$ cat src/rtl/supv_pkg.sv
package supv_pkg;

    // Encoding of the three-state override input after pin decode
    typedef enum logic [1:0] {
        OVR_OPEN  = 2'b00,
        OVR_HIGH  = 2'b01,
        OVR_LOW   = 2'b10,
        OVR_BOTH  = 2'b11
    } ovr_pin_e;

    typedef struct packed {
        logic forced;    // any driven level releases reset
        logic level_hi;  // which level is driven, for observation only
    } ovr_dec_t;

    function automatic logic ovr_forced(input logic [1:0] pin);
        return pin != OVR_OPEN;
    endfunction

endpackage

$ cat src/rtl/supv_ovr_decode.sv
module supv_ovr_decode
    import supv_pkg::*;
(
    input  logic [1:0] ovr_pin,
    output ovr_dec_t   ovr_dec
);
    always_comb begin
        ovr_dec.forced   = ovr_forced(ovr_pin);
        ovr_dec.level_hi = (ovr_pin == OVR_HIGH) || (ovr_pin == OVR_BOTH);
    end
endmodule

$ cat src/rtl/supv_good_gate.sv
module supv_good_gate #(
    parameter int N_CH = 4
) (
    input  logic [N_CH-1:0] uv_flag,
    input  logic [N_CH-1:0] ch_mask,
    output logic            all_good
);
    logic [N_CH-1:0] ch_ok;

    for (genvar g = 0; g < N_CH; g++) begin : g_ch
        // a channel is acceptable when it is not monitored or not low
        assign ch_ok[g] = !ch_mask[g] || !uv_flag[g];
    end

    assign all_good = &ch_ok;
endmodule

$ cat src/rtl/supv_delay_timer.sv
module supv_delay_timer #(
    parameter int CNT_W     = 12,
    parameter int MIN_DELAY = 8
) (
    input  logic             clk,
    input  logic             rst,
    input  logic             good,
    input  logic [CNT_W-1:0] dly_cfg,
    output logic             done
);
    localparam logic [CNT_W-1:0] MIN_V = CNT_W'(MIN_DELAY);

    logic [CNT_W-1:0] eff_dly;
    logic [CNT_W-1:0] cnt_q;
    logic [CNT_W-1:0] cnt_inc;
    logic             done_q;

    assign eff_dly = (dly_cfg < MIN_V) ? MIN_V : dly_cfg;
    assign cnt_inc = cnt_q + 1'b1;

    always_ff @(posedge clk) begin
        if (rst || !good) begin
            cnt_q  <= '0;
            done_q <= 1'b0;
        end else if (!done_q) begin
            cnt_q <= cnt_inc;
            if (cnt_inc == eff_dly) begin
                done_q <= 1'b1;
            end
        end
    end

    assign done = done_q;
endmodule

$ cat src/rtl/supv_reset_gen.sv
module supv_reset_gen
    import supv_pkg::*;
#(
    parameter int N_CH      = 4,
    parameter int CNT_W     = 12,
    parameter int MIN_DELAY = 8
) (
    input  logic             clk,
    input  logic             rst,
    input  logic [N_CH-1:0]  uv_flag,
    input  logic [N_CH-1:0]  ch_mask,
    input  logic [1:0]       ovr_pin,
    input  logic [CNT_W-1:0] dly_cfg,
    output logic             rst_n_out
);
    ovr_dec_t ovr_dec;
    logic     all_good;
    logic     run_done;

    supv_ovr_decode u_ovr (
        .ovr_pin (ovr_pin),
        .ovr_dec (ovr_dec)
    );

    supv_good_gate #(.N_CH(N_CH)) u_gate (
        .uv_flag  (uv_flag),
        .ch_mask  (ch_mask),
        .all_good (all_good)
    );

    supv_delay_timer #(.CNT_W(CNT_W), .MIN_DELAY(MIN_DELAY)) u_tmr (
        .clk     (clk),
        .rst     (rst),
        .good    (all_good),
        .dly_cfg (dly_cfg),
        .done    (run_done)
    );

    // the timer's done flag lags a failure by one edge, so gate it with
    // the live all-good term to drop reset in the same cycle
    assign rst_n_out = ovr_dec.forced || (run_done && all_good);
endmodule

$ cat config.mk
export PLATFORM = sky130hd
export DESIGN_NAME = supv_reset_gen
export DESIGN_NICKNAME = d
export VERILOG_FILES = /design/src/rtl/supv_pkg.sv /design/src/rtl/supv_ovr_decode.sv /design/src/rtl/supv_good_gate.sv /design/src/rtl/supv_delay_timer.sv /design/src/rtl/supv_reset_gen.sv
export SDC_FILE = /design/constraint.sdc
export NUM_CORES = 1
export LEC_CHECK = 0
export ABC_AREA = 1
export BUFFER_PORTS_ARGS = -buffer_cell sky130_fd_sc_hd__clkbuf_2
export CAP_MARGIN = 40
export CORE_MARGIN = 2
export CORE_UTILIZATION = 49
export DETAILED_ROUTE_END_ITERATION = 6
export MAX_ROUTING_LAYER = met4
export PLACE_DENSITY = 0.73
export SLEW_MARGIN = 10
export SYNTH_ARGS = -nofsm -noshare
export SYNTH_HDL_FRONTEND = slang
export SYNTH_HIERARCHICAL = 1
export SYNTH_SLANG_ARGS = --single-unit
export TNS_END_PERCENT = 10
$ cat constraint.sdc
create_clock -name clk -period 2.22 [get_ports clk]
set_input_delay 0.555 -clock clk [delete_from_list [all_inputs] [get_ports clk]]
set_output_delay 0.555 -clock clk [all_outputs]
set_load 0.05 [all_outputs]
==> results of run 1 <==
==> worst paths after layout <==
path / endpoint / start / depth (start not counted)
worst min-delay path: u_tmr/cnt_q[4] / u_tmr/cnt_q[4] / 2
worst max-delay path: rst_n_out / ch_mask[0] / 7
worst min register to register: u_tmr/cnt_q[4] / u_tmr/cnt_q[4] / 2
worst max register to register: u_tmr/done / u_tmr/cnt_q[1] / 11
==> area by class of cell <==
type	count	share of cell area, %
clock buffers	4	2.00
well taps	28	2.67
inverters	38	10.9
repair buffers	26	10.3
flip-flops and latches	13	19.8
multi-input cells	150	54.3
==> critical path: cells and delay by family <==
| kind | cells | cell delay, ns |
|---|---|---|
| buffers and inverters | 2 | 0.34 |
| and+or+nand+nor | 5 | 0.37 |
==> placed cells by master, fill, tap and decap left out, types with 2 or more instances in the layout <==
cell / n
nand2_1: 66
inv_1: 38
nand3_1: 25
clkbuf_2: 24
nor2_1: 19
dfxtp_1: 13
o21ai_0: 11
a21oi_1: 9
clkbuf_4: 3
o211ai_1: 3
nand3b_1: 3
nand2_2: 3
nor2_4: 2
nand4_1: 2
buf_4: 2
==> power breakdown <==
group	switching, µW	internal, µW
registers	1.81	235
clock network	87.9	69.9
logic	47.1	35.3
==> state kept, by name, summed over array words and instances (netlist names) <==
signal	cells
u_tmr/cnt_q	12
u_tmr/done	1
==> metrics by stage <==
stage	util, %	std cells	area, µm²	hold WS [ns]	total power, µW
CTS	59.9	259	1310	0.575	485
global placement	58.7	255	1290	0.550	321
global route	59.9	259	1310	0.632	508
detailed placement	58.7	255	1290	0.561	324
floorplan	-	203	1120	0.524	288
finish	59.9	259	1310	0.579	477
==> layer usage <==
layer,vias up,share of wire [%],global-route usage [%]
met1,594,45,27.4
met4,0,0.87,6.14
met2,38,50,46.0
li1,696,-,-
met3,5,4.3,6.03
met5,-,0,-
==> summary.md, run 1 <==
| Metric | Value |
|---|---|
| Status | completed |
| Syn avg cell area | 5.53 µm² |
| Grt ovf | 0 |
| Core Region | 2190 µm² |
| HP Class | flip-flop to flip-flop |
| Drt pass-1 iters | 4 |
| Vias | about 1,300 |
| Antenna Cells | 0 |
| Post-DR wirelength/cell | 11.1 µm |
| Largest net degree at the start of global routing | 15 |
| Drt via density | 5.15 |
| Synthesized Nets | 228 |
| Starting Density | between 50% and 60% |
| Io pins | 25 |
| MaxCap Viol Count | 0 |
| Row Count | 17 |
| Hpwl dp | 2330 µm |
| Crit path launch type | input port |
| Worst-Margin Slew | roughly 0.45 ns |
| Largest stage delay on the critical path | 0.26 ns |
| Pre-CTS setup slack | approximately 0.38 ns |
| Post-cts repair resize count | 0 |
| Post-CTS Hold Fix Bufs | 0 |
| Fin. Hold Viols | 0 |
| CTS Root Cell | clkbuf_4 |
| Worst path arrival time | ~1.3 ns |
| I/O Buffers | 24 |
| Die height | 51.9 µm |
| Register area | 260 µm² |
| DRC viols | 0 |
| Worst-Skew Late Latency | 0.29 ns |
| Placer congestion estimate | 0.904 |
| Slew headroom | 70.1% |
| Minimum clock period | 1.83 ns |
| Final net count | 257 |
| Fmax achieved | between 500 and 600 MHz |
| WP data required | ~1.7 ns |
| Max FO, Critical Path | 2 |
| Clock Pin Slew Worst Setup and Hold Paths | 0.09 ns |
| GR Util All Layers | 25.2% |
| RSZ-0062 raised after global routing | no |
| CTS Buf Count | 3 |
| Worst path slowest cell | clkbuf_2 |
| Final wirelength | between 2000 and 3000 µm |
| Max-slew violation count | 0 |
| Final setup vio count | 0 |
| Post-Syn Area | 1120 µm² |
| H-Tree Level Count | 1 |
| CTS Buffer Depth | 2 |
| Share of post-route cells with drive strength above 1 | 16.5% |
| Area of the multi-input gates | 713 µm² |
| Most used cell along the critical path | nand2_1 |
| WS Path Type | input port to primary output |
| Total die area | 2690 µm² |
| Number of post-CTS setup repair buffers | 0 |
| Width of the die | 51.9 µm |
| Routed Antenna Nets | 0 |
| Filler cells | 216 |
| First-pass GRT wire length | 4910 µm |
| Vias in the first global route | 1,193 |
| CTS tree | yes |
| Power density cells | about 360 nW/µm² |
| Period utilisation layout | just over 80% |
| Worst Slack Setup Final | slightly below 0.4 ns |
| 1st-iter DRT viols | 32 |
| CP Capture Type | primary output |
| Cells after Synth | 203 |
| Setup tns final | 0 ns |
| Ys Warns | 6 |
| Skew final | 0.00877 ns |
| Cell Chain, Critical Path | clkbuf_2, nand2_1, nand2_1, nor2_1, nand2_1, nand2_1, clkbuf_2 |
| Area Growth Syn to Fin | 16.8% |
| Maximum VDD drop | 0.316 mV |
| Initial antenna violation count | 0 |
| Flop-to-flop setup slack | 0.53 ns |
| CTS Sinks | 13 |
| Pleak | 0.000747 µW |
Note: power is estimated with default switching activity, not from simulation.
==> run 2, diff against run 1 <==
ABC_AREA = 0   (was 1)
PLACE_DENSITY = 0.74   (was 0.73)
clock period = 1.8 ns   (was 2.22 ns; I/O delays follow)
==> run 2 against run 1 <==
Against the previous run: power rose by 27%; clock skew fell by 0.0065 ns; register-to-register slack got worse by 0.49 ns; clock-buffer cell count did not move; design area increased by 10%; sequential power rose by 23%; clock power is 15% higher; largest cell class unchanged; largest power group unchanged.
==> summary.md, run 2 <==
| Metric | Value |
|---|---|
| Status | completed |
| Crit path launch type | flip-flop |
| Vias | 1,092 (-18%) |
| Die height | 49.4 µm (-4.8%) |
| Final setup vio count | 0 (unchanged) |
| Initial antenna violation count | 0 (unchanged) |
| Power density cells | 418 nW/µm² (+15%) |
| Area of the multi-input gates | 757 µm² (+6.1%) |
| Core Region | 1960 µm² (-10%) |
| Area Growth Syn to Fin | 43.1% |
| Grt ovf | 0 (unchanged) |
| H-Tree Level Count | 1 (unchanged) |
| First-pass GRT wire length | 4250 µm (-13%) |
| WP data required | 2.00 ns (+0.34 ns) |
| Drt via density | 5.38 (+4.5%) |
| Total die area | 2440 µm² (-9.4%) |
| Period utilisation layout | 97.5% |
| Register area | 269 µm² (+3.4%) |
| Max reg flops | 12 (unchanged) |
| Buffers and inverters on the worst path | 1 (-1) |
| Vias in the first global route | 1,023 (-14%) |
| Routed Antenna Nets | 0 (unchanged) |
| CTS Buffer Depth | 2 (unchanged) |
| Drt pass-1 iters | 4 (unchanged) |
| Skew final | 0.00228 ns (-0.00649 ns) |
| Largest reg by FF count | u_tmr/cnt_q |
| Row Count | 16 (-1) |
| MaxCap Viol Count | 0 (unchanged) |
| Final net count | 202 (-21%) |
| Minimum clock period | 1.76 ns |
| Ys Warns | 6 (unchanged) |
| Fin. Hold Viols | 0 (unchanged) |
| Clock Pin Slew Worst Setup and Hold Paths | 0.08 ns (about the same) |
| Synthesized Nets | 153 (-33%) |
| Filler cells | 164 (-24%) |
| Pleak | 0.000557 µW (-25%) |
| 1st-iter DRT viols | 16 (-50%) |
| Share of post-route cells with drive strength above 1 | 43.2% (+27 points) |
| Antenna Cells | 0 (unchanged) |
| Hpwl dp | 2010 µm (-13%) |
| Post-DR wirelength/cell | 13.5 µm (+22%) |
| Width of the die | 49.4 µm (-4.8%) |
| CP Capture Type | flip-flop |
| Worst path arrival time | 1.96 ns (+0.69 ns) |
| Starting Density | 51.5% (+0.18 points) |
| Crit path max-delay family | simple AND/OR/NAND/NOR gates |
| Setup tns final | 0 ns (unchanged) |
| Placer congestion estimate | 0.874 (-3.3%) |
| Most frequent cells in the layout | 25 x buf_4, 23 x clkbuf_2, 11 x nor2_1 |
| Syn avg cell area | 7.89 µm² (+43%) |
| HP Class | flip-flop to flip-flop |
| Cell Count, Final, Fillers Out | 203 (-22%) |
| Final wirelength | 2740 µm (-4.4%) |
| Max-slew violation count | 0 (unchanged) |
| Largest stage delay on the critical path | 0.52 ns (+0.26 ns) |
| Worst path slowest cell | or4_1 |
| CTS Root Cell | clkbuf_4 |
| CTS Buf Count | 3 (unchanged) |
| Worst-Skew Late Latency | 0.27 ns (-0.02 ns) |
| Cell Chain, Critical Path | buf_6, nand3_4, or2_4, o21ai_2, nand3_1, or4_1, o22ai_2 |
| Max FO, Critical Path | 7 (+5) |
| Most common cell after layout, fill and taps aside | buf_4 |
| RSZ-0062 raised after global routing | yes |
| I/O Buffers | 24 (unchanged) |
| CTS Sinks | 13 (unchanged) |
| CTS tree | yes |
| Post-Syn Area | 1010 µm² (-10%) |
| WS Path Type | flip-flop to flip-flop |
| Largest net degree at the start of global routing | 15 (unchanged) |
| Worst-Margin Slew | 0.301 ns (-0.147 ns) |
| Cells after Synth | 128 (-37%) |
| GR Util All Layers | 23.1% (-2.1 points) |
| DRC viols | 0 (unchanged) |
| Slew headroom | 79.8% (+9.7 points) |
| Placed cell count | 194 (-24%) |
| Io pins | 25 (unchanged) |
| Maximum VDD drop | 0.323 mV (+2.0%) |
| Fmax achieved | 570 MHz |
[run 2: layer usage]
metal	global-route usage [%]	part of all wire, %	wire length, µm
met1	27.1	43	1170
met2	41.0	51	1410
met4	7.41	1.2	33
met5	-	0	0
met3	2.76	4.5	124
[run 2: tightest hold or removal path, stage by stage, from the launching register on]
cell,delay (ns)
dfxtp_2,0.35
mux2i_1,0.07
nor2_1,0.07
[run 2: repair_timing]
action / CTS / global route
setup buffers: 0 / 5
hold buffers: 0 / 0
endpoints found under the setup margin: 2 / 2
pin swaps: 0 / 9
resized for setup: 5 / 18
[run 2: power by group]
part           internal [µW]  leakage, µW  switching (µW)
clock network           85.8    0.0000150            95.0
logic                   69.1     0.000435            63.8
registers                288     0.000108            1.61
total                    443     0.000557             160
[run 2: final timing paths]
kind                  start        endpoint  slack [ns]  cells after the start
max reg2reg  u_tmr/cnt_q[0]      u_tmr/done        0.04                      7
min reg2reg  u_tmr/cnt_q[1]  u_tmr/cnt_q[1]        0.52                      2
min          u_tmr/cnt_q[1]  u_tmr/cnt_q[1]        0.52                      2
max          u_tmr/cnt_q[0]      u_tmr/done        0.04                      7
[run 2: stage by stage]
step                      setup WS, ns  hold WS (ns)  instance area (µm²)  power (µW)  utilization (%)
after global placement          -0.191         0.508                 1300         408             66.4
after floorplan                -0.0803         0.504                 1020         351                -
after global routing           -0.0126         0.557                 1450         641             73.7
final                           0.0445         0.520                 1450         603             73.7
after CTS                      0.00284         0.535                 1350         595             68.6
after detailed placement        -0.248         0.531                 1300         412             66.4
[run 2: cell type report]
class	instances	area share (%)
Sequential cell	13	18.6
Timing Repair Buffer	50	22.5
Tap cell	27	2.34
Inverter	9	2.34
Multi-Input combinational cell	100	52.4
Clock buffer	4	1.82
==> run 3, diff against run 2 <==
BUFFER_PORTS_ARGS = not set   (was -buffer_cell sky130_fd_sc_hd__clkbuf_2)
DONT_BUFFER_PORTS = 1   (was not set)
PLACE_DENSITY = not set   (was 0.74)
==> run 3 against run 2 <==
Against the previous run: highest routed layer unchanged; sequential power barely moved; clock skew is 0.0013 ns lower; critical path type unchanged; combinational power decreased by 40%; sequential share of layout area is 2.9 points higher; largest power group unchanged; die area is the same.
==> summary.md, run 3 (synthesis gave the netlist of run 2 again) <==
| Metric | Value |
|---|---|
| Clock Pin Slew Worst Setup and Hold Paths | 0.08 ns (about the same) |
| HP Class | input port to flip-flop |
| Pleak | 0.000424 µW (-24%) |
| Slew headroom | 80.6% (+0.78 points) |
| Status | completed |
| Minimum clock period | 1.76 ns (+0.00410 ns) |
| Placer congestion estimate | 0.776 (-11%) |
| Share of post-route cells with drive strength above 1 | 31.3% (-12 points) |
| Row Count | 16 (unchanged) |
| Fin. Hold Viols | 0 (unchanged) |
| Hold Slack | 0.408 ns (-0.112 ns) |
| Placed cell count | 165 (-15%) |
| MaxCap Viol Count | 0 (unchanged) |
| CTS tree | yes |
| Hpwl dp | 1920 µm (-4.4%) |
| Crit path launch type | flip-flop |
| Filler cells | 195 (+19%) |
| Worst-Skew Late Latency | 0.28 ns (about the same) |
| CTS Buffer Depth | 2 (unchanged) |
| H-Tree Level Count | 1 (unchanged) |
| Period utilisation layout | 97.8% (+0.23 points) |
| Power density cells | 450 nW/µm² (+7.8%) |
| Design area | 1250 µm² (-13%) |
| Placed Area | 1160 µm² (-11%) |
| CTS Buf Count | 3 (unchanged) |
| Vias | 998 (-8.6%) |
| Largest reg by FF count | u_tmr/cnt_q |
| WS Path Type | flip-flop to flip-flop |
| Fmax achieved | 568 MHz (-0.23%) |
| Max reg flops | 12 (unchanged) |
| Most common cell after layout, fill and taps aside | buf_4 |
| Worst path arrival time | 1.98 ns (+0.02 ns) |
| Final net count | 170 (-16%) |
| Routed Antenna Nets | 0 (unchanged) |
| GR Util All Layers | 22.8% (-0.35 points) |
| Total die area | 2440 µm² (unchanged) |
| CTS Sinks | 13 (unchanged) |
| Cell Count, Final, Fillers Out | 171 (-16%) |
| Max FO, Critical Path | 7 (unchanged) |
| 1st-iter DRT viols | 24 (+8) |
| WP data required | 2.02 ns (+0.02 ns) |
| Width of the die | 49.4 µm (unchanged) |
| Max-slew violation count | 0 (unchanged) |
| CP Capture Type | flip-flop |
| Starting Density | 51.5% (unchanged) |
| Largest net degree at the start of global routing | 14 (-1) |
| I/O Buffers | 0 (-100%) |
| DRC viols | 0 (unchanged) |
| Skew final | 0.00101 ns (-0.00127 ns) |
| Drt pass-1 iters | 4 (unchanged) |
| Die height | 49.4 µm (unchanged) |
| Core Region | 1960 µm² (unchanged) |
| Drt via density | 5.84 (+8.5%) |
| Post-CTS Hold Fix Bufs | 0 (unchanged) |
| Pre-CTS setup slack | -0.111 ns (+0.137 ns) |
| Io pins | 25 (unchanged) |
| Worst-Margin Slew | 0.289 ns (-0.0120 ns) |
| Final wirelength | 2530 µm (-7.9%) |
| Post-DR wirelength/cell | 14.8 µm (+9.4%) |
| Most frequent cells in the layout | 15 x buf_4, 11 x nor2_1, 10 x xnor2_1 |
| Initial antenna violation count | 0 (unchanged) |
| Antenna Cells | 0 (unchanged) |
| Grt ovf | 0 (unchanged) |
| Final setup vio count | 0 (unchanged) |
| Area Growth Syn to Fin | 23.9% |
| CTS Root Cell | clkbuf_4 |
| Vias in the first global route | 920 (-10%) |
| Maximum VDD drop | 0.392 mV (+22%) |
| Worst Slack Setup Final | 0.0404 ns (-0.00410 ns) |
| First-pass GRT wire length | 4120 µm (-3.1%) |
[run 3: cell count changes in the layout (fill, tap and decap cells not counted), moves of 2 or more]
cell / previous run / this run
nor4_2: 0 / 3
buf_4: 25 / 15
dfxtp_1: 8 / 6
clkbuf_2: 23 / 0
nor4_4: 3 / 0
dfxtp_2: 4 / 7
[run 3: final cells by class]
class | count | area [µm²] | area share (%)
multi-input combinational | 100 | 733 | 58.6
sequential | 13 | 269 | 21.5
timing repair buffer | 18 | 155 | 12.4
inverter | 9 | 33.8 | 2.70
tap | 27 | 33.8 | 2.70
clock buffer | 4 | 26.3 | 2.10
[run 3: worst paths after layout]
check	startpoint	to	slack, ns	depth (start not counted)
min reg2reg	u_tmr/cnt_q[1]	u_tmr/cnt_q[1]	0.53	2
min	dly_cfg[3]	u_tmr/done	0.41	2
max	u_tmr/cnt_q[0]	u_tmr/done	0.04	7
max reg2reg	u_tmr/cnt_q[0]	u_tmr/done	0.04	7
[run 3: what timing repair did]
item / 4_1_cts / 5_1_grt
resized for setup: 4 / 13
buffers inserted: 2 / 0
endpoints found under the setup margin: 1 / 2
pin swaps: 1 / 5
[run 3: worst max-delay path, stage by stage, from the launching register on]
cell and delay [ns]:
dfxtp_2 0.35, buf_6 0.12, nand3_4 0.11, nor4_2 0.26, o21ai_0 0.12, o31a_1 0.13
or4_4 0.52, o22ai_2 0.09
[run 3: report_power, final]
part	internal, µW	total [µW]	switching (µW)
sequential	290	291	1.68
clock	86.2	193	106
combinational	39.3	79.5	40.2
total	415	563	148
[run 3: stage by stage]
| step | utilization [%] | TNS, ns | total power [µW] |
|---|---|---|---|
| 5_1_grt | 63.8 | -0.00143 | 583 |
| 6_report | 63.8 | 0 | 563 |
| 3_5_place_dp | 59.0 | -0.111 | 373 |
| 3_3_place_gp | 59.0 | -0.0922 | 371 |
| 4_1_cts | 61.7 | 0 | 562 |
| 2_1_floorplan | - | -0.0803 | 351 |
[run 3: routing by layer]
layer  vias up  wire, µm  global-route usage (%)  part of all wire [%]
li1        489         -                       -                     -
met1       475      1100                    26.8                    44
met2        30      1240                    36.9                    49
met3         4       153                    4.91                   6.1
met4         0        32                    10.6                   1.3
met5         -         0                       -                     0
